File: config.mk
export PLATFORM = sky130hd
export DESIGN_NAME = pci_tgt_decode
export DESIGN_NICKNAME = d
export VERILOG_FILES = /design/src/rtl/pci_dec_pkg.sv /design/src/rtl/pci_dec_rgn.sv /design/src/rtl/pci_dec_map.sv /design/src/rtl/pci_dec_slot.sv /design/src/rtl/pci_tgt_decode.sv
export SDC_FILE = /design/constraint.sdc
export NUM_CORES = 1
export LEC_CHECK = 0
export ABC_AREA = 1
export CORE_UTILIZATION = 25
export CTS_BUF_LIST = sky130_fd_sc_hd__clkbuf_8
export DETAILED_ROUTE_END_ITERATION = 10
export DONT_BUFFER_PORTS = 1
export GPL_TIMING_DRIVEN = 0
export SLEW_MARGIN = 30
export SYNTH_ARGS = -nofsm -noshare
export SYNTH_HDL_FRONTEND = slang
export SYNTH_SLANG_ARGS = --single-unit
File: constraint.sdc
create_clock -name clk -period 1.7 [get_ports clk]
set_input_delay 0 -clock clk [delete_from_list [all_inputs] [get_ports clk]]
set_output_delay 0 -clock clk [all_outputs]
set_load 0.02 [all_outputs]
File: src/rtl/pci_dec_pkg.sv
package pci_dec_pkg;

  typedef enum logic [1:0] {
    CLM_NONE = 2'd0,
    CLM_POS  = 2'd1,
    CLM_NEG  = 2'd2,
    CLM_SUB  = 2'd3
  } claim_e;

  typedef enum logic [1:0] {
    CK_OTHER,
    CK_IO,
    CK_MEM,
    CK_CFG
  } ckind_e;

  localparam logic [19:0] COMPAT_LO = 20'hA0000;
  localparam int unsigned COMPAT_SPAN = 32'h100000 - 32'hA0000;

  function automatic ckind_e cmd_kind(input logic [3:0] c);
    case (c)
      4'h2, 4'h3:                      cmd_kind = CK_IO;
      4'h6, 4'h7, 4'hC, 4'hE, 4'hF:    cmd_kind = CK_MEM;
      4'hA, 4'hB:                      cmd_kind = CK_CFG;
      default:                         cmd_kind = CK_OTHER;
    endcase
  endfunction

endpackage

File: src/rtl/pci_dec_rgn.sv
module pci_dec_rgn #(
  parameter int PGW = 16
) (
  input  logic [PGW-1:0] pg_i,
  input  logic [PGW-1:0] base_i,
  input  logic [PGW-1:0] lim_i,
  input  logic           vld_i,
  output logic           hit_o
);
  // inclusive window; limit below base leaves it empty
  assign hit_o = vld_i && (pg_i >= base_i) && (pg_i <= lim_i);
endmodule

File: src/rtl/pci_dec_map.sv
module pci_dec_map
  import pci_dec_pkg::*;
#(
  parameter int NRGN   = 4,
  parameter int PG_SH  = 16,
  parameter int SEG_SH = 14,
  localparam int PGW   = 32 - PG_SH,
  localparam int NSEG  = COMPAT_SPAN >> SEG_SH
) (
  input  logic [31:0]        addr_i,
  input  logic [3:0]         cmd_i,
  input  logic               idsel_i,
  input  logic [PGW-1:0]     tom_i,
  input  logic [PGW-1:0]     hole_base_i,
  input  logic [PGW-1:0]     hole_lim_i,
  input  logic [NRGN*PGW-1:0] rgn_base_i,
  input  logic [NRGN*PGW-1:0] rgn_lim_i,
  input  logic [NRGN-1:0]    rgn_vld_i,
  input  logic [NSEG-1:0]    seg_rd_en_i,
  input  logic [NSEG-1:0]    seg_wr_en_i,
  input  logic               neg_en_i,
  input  logic               bt_en_i,
  input  logic [15:0]        bt_base_i,
  input  logic               pic_en_i,
  input  logic               ide_en_i,
  output claim_e             claim_o,
  output logic               bcast_o
);
  localparam int SEG_IW = $clog2(NSEG);

  ckind_e          kind;
  logic [PGW-1:0]  pg;
  logic [NRGN-1:0] rgn_hit;
  logic            rgn_any;
  logic            in_compat, seg_on, hole_hit, above_top;
  logic [19:0]     seg_off;
  logic [SEG_IW-1:0] seg_idx;
  logic [15:0]     io_a;
  logic            pic_hit, ide_hit, bt_hit;

  assign kind = cmd_kind(cmd_i);
  assign pg   = addr_i[31:PG_SH];

  for (genvar g = 0; g < NRGN; g++) begin : g_rgn
    pci_dec_rgn #(.PGW(PGW)) u_rgn (
      .pg_i  (pg),
      .base_i(rgn_base_i[g*PGW +: PGW]),
      .lim_i (rgn_lim_i[g*PGW +: PGW]),
      .vld_i (rgn_vld_i[g]),
      .hit_o (rgn_hit[g])
    );
  end
  assign rgn_any = |rgn_hit;

  assign in_compat = (addr_i[31:20] == 12'h000) && (addr_i[19:0] >= COMPAT_LO);
  assign seg_off   = addr_i[19:0] - COMPAT_LO;
  assign seg_idx   = seg_off[SEG_SH +: SEG_IW];
  assign seg_on    = cmd_i[0] ? seg_wr_en_i[seg_idx] : seg_rd_en_i[seg_idx];
  assign hole_hit  = (pg >= hole_base_i) && (pg <= hole_lim_i);
  assign above_top = pg >= tom_i;

  assign io_a    = addr_i[15:0];
  assign pic_hit = pic_en_i && ((io_a[15:1] == 15'h0010) || (io_a[15:1] == 15'h0050));
  assign ide_hit = ide_en_i && ((io_a[15:3] == 13'h003E) || (io_a[15:1] == 15'h01FB));
  assign bt_hit  = bt_en_i && (io_a[15:2] == bt_base_i[15:2]);

  always_comb begin
    claim_o = CLM_NONE;
    bcast_o = 1'b0;
    case (kind)
      CK_CFG: claim_o = idsel_i ? CLM_POS : CLM_NONE;
      CK_IO: begin
        if (pic_hit || ide_hit) begin
          claim_o = CLM_POS;
          bcast_o = 1'b1;
        end else if (bt_hit) begin
          claim_o = CLM_POS;
        end else begin
          claim_o = CLM_SUB;
        end
      end
      CK_MEM: begin
        if (in_compat && seg_on)                      claim_o = CLM_POS;
        else if (rgn_any)                             claim_o = CLM_SUB;
        else if (in_compat || above_top || hole_hit)  claim_o = neg_en_i ? CLM_NEG : CLM_SUB;
        else                                          claim_o = CLM_NONE;
      end
      default: claim_o = CLM_NONE;
    endcase
  end

  always_comb begin
    if (kind == CK_MEM && rgn_any && !(in_compat && seg_on))
      assert_rgn_sub_R4: assert (claim_o == CLM_SUB)
        else $error("region hit not subtractive");
    if (claim_o == CLM_NEG)
      assert_neg_gate_R5: assert (neg_en_i && kind == CK_MEM)
        else $error("negative claim without enable");
    if (bcast_o)
      assert_bcast_io_R7: assert (kind == CK_IO && (pic_en_i || ide_en_i))
        else $error("broadcast outside compat I/O");
  end

endmodule

File: src/rtl/pci_dec_slot.sv
module pci_dec_slot
  import pci_dec_pkg::*;
(
  input  logic   clk,
  input  logic   rst_n,
  input  logic   start_i,
  input  logic   trn_end_i,
  input  claim_e claim_d_i,
  input  logic   bcast_d_i,
  input  logic   ebus_busy_i,
  input  logic   other_devsel_i,
  output claim_e claim_o,
  output logic   bcast_o,
  output logic   retry_o,
  output logic   devsel_o
);
  localparam logic [1:0] SLOT_FAST = 2'd1;
  localparam logic [1:0] SLOT_MED  = 2'd2;
  localparam logic [1:0] SLOT_SLOW = 2'd3;

  logic       active;
  logic [1:0] cnt;
  logic       seen;

  always_ff @(posedge clk or negedge rst_n) begin
    if (!rst_n) begin
      active  <= 1'b0;
      cnt     <= '0;
      seen    <= 1'b0;
      claim_o <= CLM_NONE;
      bcast_o <= 1'b0;
      retry_o <= 1'b0;
    end else if (trn_end_i) begin
      active  <= 1'b0;
      cnt     <= '0;
      seen    <= 1'b0;
      claim_o <= CLM_NONE;
      bcast_o <= 1'b0;
      retry_o <= 1'b0;
    end else if (start_i && !active) begin
      active  <= 1'b1;
      cnt     <= SLOT_FAST;
      seen    <= 1'b0;
      claim_o <= claim_d_i;
      bcast_o <= bcast_d_i;
      retry_o <= bcast_d_i && ebus_busy_i;
    end else if (active) begin
      if (cnt != SLOT_SLOW) cnt <= cnt + 2'd1;
      if (cnt != SLOT_SLOW && other_devsel_i) seen <= 1'b1;
    end
  end

  always_comb begin
    devsel_o = 1'b0;
    if (active) begin
      case (claim_o)
        CLM_POS: devsel_o = 1'b1;
        CLM_NEG: devsel_o = (cnt >= SLOT_MED);
        CLM_SUB: devsel_o = (cnt == SLOT_SLOW) && !seen;
        default: devsel_o = 1'b0;
      endcase
    end
  end

  assert_hold_R9: assert property (@(posedge clk) disable iff (!rst_n)
    (active && $past(active)) |-> $stable(claim_o))
    else $error("claim changed mid transaction");

  assert_neg_slot_R10: assert property (@(posedge clk) disable iff (!rst_n)
    ($rose(devsel_o) && claim_o == CLM_NEG) |-> (cnt == SLOT_MED))
    else $error("negative claim outside medium slot");

  assert_keep_devsel_R10: assert property (@(posedge clk) disable iff (!rst_n)
    (devsel_o && !trn_end_i) |=> devsel_o)
    else $error("devsel dropped early");

  assert_sub_yield_R11: assert property (@(posedge clk) disable iff (!rst_n)
    (devsel_o && claim_o == CLM_SUB) |-> !seen)
    else $error("subtractive claim after other agent");

  assert_retry_bcast_R8: assert property (@(posedge clk) disable iff (!rst_n)
    retry_o |-> (bcast_o && active))
    else $error("retry without broadcast");

endmodule

File: src/rtl/pci_tgt_decode.sv
module pci_tgt_decode
  import pci_dec_pkg::*;
#(
  parameter int NRGN   = 4,
  parameter int PG_SH  = 16,
  parameter int SEG_SH = 14,
  localparam int PGW   = 32 - PG_SH,
  localparam int NSEG  = COMPAT_SPAN >> SEG_SH
) (
  input  logic                clk,
  input  logic                rst_n,
  input  logic                frame_i,
  input  logic                trn_end_i,
  input  logic [31:0]         addr_i,
  input  logic [3:0]          cmd_i,
  input  logic                idsel_i,
  input  logic                other_devsel_i,
  input  logic                ebus_busy_i,
  input  logic [PGW-1:0]      tom_i,
  input  logic [PGW-1:0]      hole_base_i,
  input  logic [PGW-1:0]      hole_lim_i,
  input  logic [NRGN*PGW-1:0] rgn_base_i,
  input  logic [NRGN*PGW-1:0] rgn_lim_i,
  input  logic [NRGN-1:0]     rgn_vld_i,
  input  logic [NSEG-1:0]     seg_rd_en_i,
  input  logic [NSEG-1:0]     seg_wr_en_i,
  input  logic                neg_en_i,
  input  logic                bt_en_i,
  input  logic [15:0]         bt_base_i,
  input  logic                pic_en_i,
  input  logic                ide_en_i,
  output logic [1:0]          claim_o,
  output logic                devsel_o,
  output logic                bcast_o,
  output logic                retry_o
);
  logic   frame_q;
  logic   start;
  claim_e dec_claim, held_claim;
  logic   dec_bcast;

  always_ff @(posedge clk or negedge rst_n) begin
    if (!rst_n) frame_q <= 1'b0;
    else        frame_q <= frame_i;
  end
  assign start = frame_i && !frame_q;

  pci_dec_map #(.NRGN(NRGN), .PG_SH(PG_SH), .SEG_SH(SEG_SH)) u_map (
    .addr_i      (addr_i),
    .cmd_i       (cmd_i),
    .idsel_i     (idsel_i),
    .tom_i       (tom_i),
    .hole_base_i (hole_base_i),
    .hole_lim_i  (hole_lim_i),
    .rgn_base_i  (rgn_base_i),
    .rgn_lim_i   (rgn_lim_i),
    .rgn_vld_i   (rgn_vld_i),
    .seg_rd_en_i (seg_rd_en_i),
    .seg_wr_en_i (seg_wr_en_i),
    .neg_en_i    (neg_en_i),
    .bt_en_i     (bt_en_i),
    .bt_base_i   (bt_base_i),
    .pic_en_i    (pic_en_i),
    .ide_en_i    (ide_en_i),
    .claim_o     (dec_claim),
    .bcast_o     (dec_bcast)
  );

  pci_dec_slot u_slot (
    .clk            (clk),
    .rst_n          (rst_n),
    .start_i        (start),
    .trn_end_i      (trn_end_i),
    .claim_d_i      (dec_claim),
    .bcast_d_i      (dec_bcast),
    .ebus_busy_i    (ebus_busy_i),
    .other_devsel_i (other_devsel_i),
    .claim_o        (held_claim),
    .bcast_o        (bcast_o),
    .retry_o        (retry_o),
    .devsel_o       (devsel_o)
  );

  assign claim_o = held_claim;

  assert_quiet_idle_R12: assert property (@(posedge clk) disable iff (!rst_n)
    (claim_o == 2'd0) |-> (!devsel_o && !retry_o && !bcast_o))
    else $error("outputs active without claim");

endmodule

==> flow_summary.json, run 1 <==
{
  "core.rowCount": 56,
  "max_cap_viol_count": 0,
  "critPathCaptureType": "flop",
  "area_growth_pct": 8.80,
  "cp.required_ns": 1.83,
  "worst_pin_slew_ns": 0.522,
  "route.vias.total": 6334,
  "synthTopCellsByArea": "ha_1 (37%), nand2_1 (18%), inv_1 (16%)",
  "synth_edf_count": 0,
  "grt-ovfl-total": 0,
  "period_needed_ns": 1.51,
  "vias_per_cell": 4.63,
  "synth_top_area_share_pct": 36.6,
  "holdCritPathClass": "primary input to flop",
  "post_layout_nonfiller_instances": 1369,
  "synth_top_flop_cell": "dfrtp_1",
  "slew_viol_final": 0,
  "r2r_setup_slack_ns": 0.28,
  "setup_viol": 0,
  "port_buffers": 0,
  "gp_congestion": 0.853,
  "cts-buffers-inserted": 3,
  "start_util_pct": 25.7,
  "async_flop_share_pct": 100,
  "drt_iter0_markers": 276,
  "grtUsageTotal_pct": 16.2,
  "synth_common_cells": "nand2_1 (288), inv_1 (256), ha_1 (179)",
  "cp_cell_sequence": "inv_1 -> ha_1 -> nand2_2 -> nor4_4 -> nand2_1 -> nand2_1 -> nand2_1 -> nand2_1 -> nand2_1 -> nor2_4 -> nand3_1 -> nand2_1 -> nand2_1 -> nand2_1 -> nand2_1",
  "power_density_nw_per_um2": 269,
  "grt_pass1_wl_mm": 30.9,
  "htreeDepth": 1,
  "crit_slowest_cell": "nor4_4",
  "seq_area_sq_um": 225,
  "peakVddDrop_v": 0.000339,
  "finalCritPeriodShare_pct": 88.8,
  "antenna_found_initial": 2,
  "syn_nets": 1509,
  "placed_cells": 1358,
  "worstPathMaxFanout": 3,
  "ys_seq_elements": 9,
  "ys_seq_area_share_pct": 3.68,
  "hold_depth": 4,
  "clock_latency_ns": 0.24,
  "grt_max_degree": 19,
  "critPathKind": "primary input to flop",
  "finClkSkew_ns": 0.000562,
  "drcViolationCount": 0,
  "yosysTopAreaCell": "ha_1",
  "cts_sinks": 9,
  "cpMostUsedCell": "nand2_1",
  "cpLargestDelayFamily": "simple AND/OR/NAND/NOR gates",
  "ios": 296,
  "synth.most_common_cell": "nand2_1",
  "path_clk_slew_ns": 0.04,
  "r2r-start": "u_slot.cnt[1]",
  "grt_pass1_vias": 6097,
  "design_power_total_w": 0.00179,
  "holdWs_ns": 0.0122,
  "maxSlewHeadroom_pct": 65.0,
  "drt_first_pass_iters": 5,
  "cts_buffer_depth": 2,
  "finalHoldViolations": 0,
  "cellLeakagePower_nw": 4.20,
  "cp_num_buf_inv": 1,
  "syn_area_sq_um": 6120,
  "layout-drive-gt1-share_pct": 2.29,
  "fin_util_pct": 28.0,
  "synth_area_per_cell_sq_um": 5.89,
  "multi_input_area_sq_um": 4880,
  "dp_hpwl_mm": 18.0,
  "die_area_sq_um": 25100,
  "wire_per_inst_microns": 15.3,
  "die_y_microns": 158,
  "wirelength_mm": 20.9,
  "status": "finished clean",
  "min_to": "u_slot.claim_o[0]",
  "fill_cells": 2697,
  "drtAntennaViolNets": 0,
  "cts_tree": "done",
  "min_from": "idsel_i",
  "root_buffer": "clkbuf_8",
  "critPathLaunchType": "primary input",
  "dieWidth_microns": 158,
  "r2r_cells": 4,
  "nets": 1519,
  "ys_types": 34,
  "clock.fmax_ghz": 0.662,
  "slowest_delay_ns": 0.37,
  "synth_cells": 1039,
  "coreArea_sq_um": 23800,
  "cp.arrival_ns": 1.64,
  "rr_endpoint": "u_slot.cnt[1]",
  "yosysWarningCount": 0
}
metal layers:
metal  up-vias  global-route usage (%)  wire length (microns)
li1       3317                       -                      -
met1      2792                    17.4                   8370
met2       215                    31.2                  10600
met3        10                    4.84                   1870
met4         0                    2.29                    137
met5         -                       0                      0
registers in the layout (all words and copies together), names as in the netlist:
signal and count:
u_slot.cnt 2, frame_q 1, u_slot.retry_o 1, u_slot.active 1, u_slot.bcast_o 1, u_slot.claim_o 2
u_slot.seen 1
how the worst max path moves through the flow:
stage | startpoint | endpoint | slack (ns) | cells after the start
2_1_floorplan | addr_i[16] | u_slot.claim_o[0] | 0.05 | 20
3_3_place_gp | addr_i[16] | u_slot.claim_o[0] | -1.05 | 16
4_1_cts | rgn_lim_i[45] | u_slot.claim_o[0] | 0.002 | 15
5_1_grt | rgn_lim_i[47] | u_slot.claim_o[0] | -0.009 | 15
3_5_place_dp | addr_i[16] | u_slot.claim_o[0] | -1.08 | 16
6_report | rgn_lim_i[47] | u_slot.claim_o[0] | 0.19 | 15
cells in the final DEF (no fill, tap or decap), types with 3 or more instances in the layout:
cell and n:
a21boi_0 3, nor2_1 63, nand3_1 52, o21a_1 7, o21ai_0 28, nand4_1 18, o21bai_1 6, o21ai_1 4
dfrtp_1 9, a21o_1 4, nor3_1 7, nand2_2 3, inv_1 257, dlygate4sd3_1 5, a21oi_1 80, ha_1 179
nand3b_1 3, clkbuf_8 3, nand2_1 286, buf_6 4
timing repair:
action | CTS | global route
buffers inserted | 0 | 0
endpoints found under the hold margin | 18 | 0
endpoints found under the setup margin | 2 | 2
hold buffers | 5 | 0
resized for setup | 5 | 5
pin swaps | 1 | 2
metrics by stage:
step | worst slack (ns) | area (sq um) | setup TNS, ns
4_1_cts | 0.00224 | 6630 | 0
3_3_place_gp | -1.05 | 6520 | -2.09
2_1_floorplan | 0.0506 | 6120 | 0
3_5_place_dp | -1.08 | 6520 | -2.13
5_1_grt | -0.00928 | 6650 | -0.00928
6_report | 0.190 | 6650 | 0
power by group:
| part | switching, W | internal, W |
|---|---|---|
| clock network | 0.0000878 | 0.000157 |
| logic | 0.000756 | 0.000556 |
| registers | 0.0000102 | 0.000225 |
kinds of logic after synthesis:
family                     Yosys count  synth area share (%)
AOI/OAI and AO/OA                  142                  12.8
xor gates and xnor gates             3                 0.430
and+or+nand+nor                    440                  29.5
DFF                                  9                  3.68
buffers and inverters              266                  17.0
adders and majority gates          179                  36.6
cell type report:
cell class                      instances  area share [%]
Antenna cell                            2          0.0752
Buffer                                  7           0.940
Clock buffer                            3           0.621
Clock inverter                          1          0.0564
Inverter                              259            14.8
Multi-Input combinational cell        764            73.4
Sequential cell                         9            3.38
Tap cell                              319            6.00
Timing Repair Buffer                    5           0.752
tightest hold or removal path, cell delays in order:
cell and delay [ns]:
o21ai_0 0.06, nand2_1 0.07, nand2_1 0.04, nand2_1 0.05
No activity file was read; power rests on OpenSTA's default activity.
==> inputs of run 2 (changes only) <==
--- a/config.mk
+++ b/config.mk
@@ -6,11 +6,13 @@
 export NUM_CORES = 1
 export LEC_CHECK = 0
 export ABC_AREA = 1
+export ABC_CLOCK_PERIOD_IN_PS = 1700
 export CORE_UTILIZATION = 25
 export CTS_BUF_LIST = sky130_fd_sc_hd__clkbuf_8
 export DETAILED_ROUTE_END_ITERATION = 10
 export DONT_BUFFER_PORTS = 1
-export GPL_TIMING_DRIVEN = 0
+export GPL_TIMING_DRIVEN = 1
+export PLACE_DENSITY = 0.42
 export SLEW_MARGIN = 30
 export SYNTH_ARGS = -nofsm -noshare
 export SYNTH_HDL_FRONTEND = slang
==> flow_summary.json, run 2 (synthesis gave the netlist of run 1 again) <==
{
  "worst_pin_slew_ns": 0.525,
  "area_growth_pct": 8.51,
  "dp_hpwl_mm": 17.7,
  "drtAntennaViolNets": 0,
  "fin_area_sq_um": 6640,
  "core.rowCount": 56,
  "slew_viol_final": 0,
  "clock_latency_ns": 0.24,
  "cts-buffers-inserted": 3,
  "root_buffer": "clkbuf_8",
  "period_needed_ns": 1.47,
  "clock.fmax_ghz": 0.681,
  "ios": 296,
  "holdWs_ns": 0.0378,
  "final_common_cell": "nand2_1",
  "r2r-start": "u_slot.cnt[1]",
  "cellLeakagePower_nw": 4.19,
  "drt_iter0_markers": 158,
  "coreArea_sq_um": 23800,
  "setup_viol": 0,
  "worstPathMaxFanout": 3,
  "design_power_total_w": 0.00175,
  "critPathLaunchType": "flop",
  "grt_pass1_vias": 6080,
  "vias_per_cell": 4.44,
  "cts_tree": "done",
  "max_cap_viol_count": 0,
  "wirelength_mm": 20.4,
  "cp.arrival_ns": 1.47,
  "drcViolationCount": 0,
  "placed_cells": 1357,
  "die_y_microns": 158,
  "setup_tns_ns": 0,
  "grt-ovfl-total": 0,
  "die_area_sq_um": 25100,
  "path_clk_slew_ns": 0.05,
  "dieWidth_microns": 158,
  "htreeDepth": 1,
  "min_from": "frame_i",
  "holdCritPathClass": "primary input to flop",
  "wire_per_inst_microns": 15.0,
  "detailed_place.area_sq_um": 6510,
  "antenna_found_initial": 2,
  "final_cell_mix": "nand2_1 (286), inv_1 (256), ha_1 (179), a21oi_1 (81), nor2_1 (63)",
  "peakVddDrop_v": 0.000228,
  "startpoint": "u_slot.cnt[0]",
  "grt_max_degree": 27,
  "cp.required_ns": 1.70,
  "critPathKind": "flop to primary output",
  "rsz0062_at_grt": "no",
  "post_layout_nonfiller_instances": 1367,
  "critPathCaptureType": "primary output",
  "layout-drive-gt1-share_pct": 2.10,
  "status": "finished clean",
  "reg.largest.list": "u_slot.claim_o x2, u_slot.cnt x2",
  "finalCritPeriodShare_pct": 86.4,
  "power_density_nw_per_um2": 264,
  "grtUsageTotal_pct": 15.8,
  "grt_pass1_wl_mm": 30.3,
  "drt_first_pass_iters": 4,
  "cts_sinks": 9,
  "maxSlewHeadroom_pct": 64.8,
  "nets": 1518,
  "start_util_pct": 25.7,
  "cts_buffer_depth": 2,
  "finClkSkew_ns": 0.00774,
  "route.vias.total": 6069,
  "port_buffers": 0,
  "gp_congestion": 0.782,
  "finalHoldViolations": 0
}
==> run 2: power breakdown <==
group,switching [W],internal [W]
clock network,0.0000926,0.000160
registers,0.0000103,0.000225
logic,0.000717,0.000547
total,0.000820,0.000932
==> run 2: worst max-delay path, cell delays in order (launching register included) <==
cell and delay (ns):
dfrtp_1 0.37, inv_1 0.09, ha_1 0.15, o21a_1 0.12, o21ai_0 0.07, a31oi_1 0.43
==> run 2: path summary, 6_finish.rpt <==
kind	end	slack (ns)	cells after the start
max reg2reg	u_slot.cnt[1]	0.25	4
min	u_slot.active	0.04	2
max in group asynchronous	u_slot.seen	1.25	1
min reg2reg	u_slot.seen	0.54	2
max	devsel_o	0.23	5
min in group asynchronous	frame_q	0.14	1
==> run 2: through the flow <==
| stage | util (%) | setup slack (ns) |
|---|---|---|
| floorplan | - | 0.0506 |
| global placement | 27.4 | -0.443 |
| detailed placement | 27.4 | -0.470 |
| CTS | 27.9 | 0.0851 |
| global route | 27.9 | 0.00117 |
| finish | 27.9 | 0.232 |
==> run 2: layout make-up <==
cell class	count	area [sq um]
fillers	2762	17100
well taps	319	399
inverters	259	975
diodes	1	2.50
clock inverters	1	5.00
repair buffers	11	108
flip-flops and latches	9	225
multi-input cells	764	4880
clock buffers	3	41.3
==> run 2: metal layers <==
metal	wire (microns)	track usage, %
met5	13	0
met4	129	1.65
met3	1730	4.74
met2	9990	30.0
met1	8580	17.7
==> run 2: timing repair <==
action	4_1_cts	5_1_grt
hold buffers	5	0
hold endpoints to repair	18	0
buffers inserted	0	0
endpoints found under the setup margin	2	2
gates resized for setup	2	4
pin swaps	0	2
gates cloned	0	0
==> inputs of run 3 (changes only) <==
--- a/config.mk
+++ b/config.mk
@@ -7,12 +7,14 @@
 export LEC_CHECK = 0
 export ABC_AREA = 1
 export ABC_CLOCK_PERIOD_IN_PS = 1700
+export CELL_PAD_IN_SITES_DETAIL_PLACEMENT = 0
+export CELL_PAD_IN_SITES_GLOBAL_PLACEMENT = 1
 export CORE_UTILIZATION = 25
 export CTS_BUF_LIST = sky130_fd_sc_hd__clkbuf_8
 export DETAILED_ROUTE_END_ITERATION = 10
 export DONT_BUFFER_PORTS = 1
 export GPL_TIMING_DRIVEN = 1
-export PLACE_DENSITY = 0.42
+export PLACE_DENSITY = 0.57
 export SLEW_MARGIN = 30
 export SYNTH_ARGS = -nofsm -noshare
 export SYNTH_HDL_FRONTEND = slang
==> flow_summary.json, run 3 (synthesis gave the netlist of run 1 again) <==
{
  "status": "finished clean",
  "root_buffer": "clkbuf_8",
  "wirelength_mm": 20.3,
  "cp.required_ns": 1.82,
  "cts_tree": "done",
  "reg.largest.list": "u_slot.claim_o x2, u_slot.cnt x2",
  "cts-buffers-inserted": 3,
  "design_power_total_w": 0.00178,
  "grt_max_degree": 27,
  "finClkSkew_ns": 0.00316,
  "wire_per_inst_microns": 14.8,
  "ios": 296,
  "grt-ovfl-total": 0,
  "die_y_microns": 158,
  "finalHoldViolations": 0,
  "fill_cells": 2773,
  "grtUsageTotal_pct": 15.9,
  "multi_input_area_sq_um": 4910,
  "clock.fmax_ghz": 0.675,
  "power_density_nw_per_um2": 265,
  "critPathCaptureType": "flop",
  "cts_sinks": 9,
  "drtAntennaViolNets": 0,
  "rr_endpoint": "u_slot.cnt[1]",
  "min_to": "u_slot.claim_o[0]",
  "worstPathMaxFanout": 2,
  "coreArea_sq_um": 23800,
  "start_util_pct": 25.7,
  "setup_tns_ns": 0,
  "critPathLaunchType": "primary input",
  "dieWidth_microns": 158,
  "htreeDepth": 1,
  "die_area_sq_um": 25100,
  "hold_depth": 4,
  "path_clk_slew_ns": 0.04,
  "critPathKind": "primary input to flop",
  "r2r-start": "u_slot.cnt[1]",
  "clock_latency_ns": 0.24,
  "drt_iter0_markers": 204,
  "grt_pass1_wl_mm": 31.0,
  "worst_pin_slew_ns": 0.498,
  "nets": 1523,
  "placed_cells": 1361,
  "peakVddDrop_v": 0.000328,
  "seq_area_sq_um": 225,
  "setup_viol": 0,
  "fin_ws_ns": 0.219,
  "layout-drive-gt1-share_pct": 2.95,
  "cts_buffer_depth": 2,
  "port_buffers": 0,
  "grt_pass1_vias": 6130,
  "antenna_found_initial": 2,
  "period_needed_ns": 1.48,
  "dp_slack_ns": -0.357,
  "cp.arrival_ns": 1.61,
  "finalCritPeriodShare_pct": 87.1,
  "final_cell_mix": "nand2_1 (285), inv_1 (257), ha_1 (177), a21oi_1 (81), nor2_1 (63)",
  "core.rowCount": 56,
  "maxSlewHeadroom_pct": 66.7,
  "area_growth_pct": 9.70,
  "final_common_cell": "nand2_1",
  "cellLeakagePower_nw": 4.22,
  "route.vias.total": 6132,
  "post_layout_nonfiller_instances": 1372,
  "dp_hpwl_mm": 17.6,
  "r2r_setup_slack_ns": 0.25,
  "holdCritPathClass": "primary input to flop",
  "gp_congestion": 0.781,
  "r2r_cells": 4,
  "drcViolationCount": 0,
  "min_from": "idsel_i",
  "max_cap_viol_count": 0,
  "vias_per_cell": 4.47,
  "drt_first_pass_iters": 4,
  "slew_viol_final": 0
}
run 3: area by class of cell:
class	count	area share, %
sequential	9	3.36
multi-input combinational	764	73.2
antenna	1	0.0373
timing repair buffer	16	2.22
clock buffer	3	0.615
clock inverter	1	0.0559
inverter	259	14.5
tap	319	5.95
run 3: critical path, stage by stage:
cell and delay [ns]:
inv_1 0.05, ha_4 0.28, nand2_2 0.06, nor4_4 0.30, buf_4 0.16, nand2_1 0.04, nand2_1 0.05, nand2_1 0.06
nand2_1 0.07, nand2_1 0.05, nor2_2 0.11, buf_6 0.12, nand3_2 0.05, nand2_1 0.06, nand2_1 0.05, nand2_1 0.05
nand2_1 0.04
run 3: power breakdown:
part           internal, W  total (W)  switching [W]  leakage [nW]
combinational     0.000568    0.00130       0.000730          4.07
clock             0.000158   0.000246      0.0000882        0.0269
sequential        0.000225   0.000235     0.00000958         0.120
total             0.000951    0.00178       0.000828          4.22
run 3: timing repair:
item | in CTS | in global routing
hold endpoints to repair | 18 | 0
cloned | 0 | 0
buffers inserted | 0 | 1
hold buffers | 5 | 0
gates resized for setup | 2 | 9
setup endpoints to repair | 2 | 2
pin swaps | 0 | 4
run 3: through the flow:
step | instance area, sq um | util (%) | hold WS, ns
after floorplan | 6120 | - | -0.296
after global placement | 6540 | 27.5 | -0.295
after detailed placement | 6540 | 27.5 | -0.295
after CTS | 6650 | 28.0 | 0.00842
after global routing | 6710 | 28.2 | 0.0268
final | 6710 | 28.2 | 0.00602
run 3: how the worst max path moves through the flow:
stage | endpoint | slack (ns) | start | depth (start not counted)
global placement | u_slot.claim_o[0] | -0.39 | rgn_lim_i[47] | 17
CTS | u_slot.claim_o[0] | 0.04 | rgn_lim_i[47] | 17
global route | u_slot.claim_o[0] | -0.03 | rgn_lim_i[41] | 17
detailed placement | u_slot.claim_o[0] | -0.36 | rgn_lim_i[47] | 17
floorplan | u_slot.claim_o[0] | 0.05 | addr_i[16] | 20
finish | u_slot.claim_o[0] | 0.22 | rgn_lim_i[41] | 17
run 3: layer usage:
metal	share of wire (%)	track usage (%)	wire length, microns	vias to the layer above
met1	42	18.4	8630	2602
li1	-	-	-	3337
met2	49	29.6	9920	179
met5	0.064	0	13	-
met4	0.66	1.79	135	2
met3	8.1	4.44	1640	12
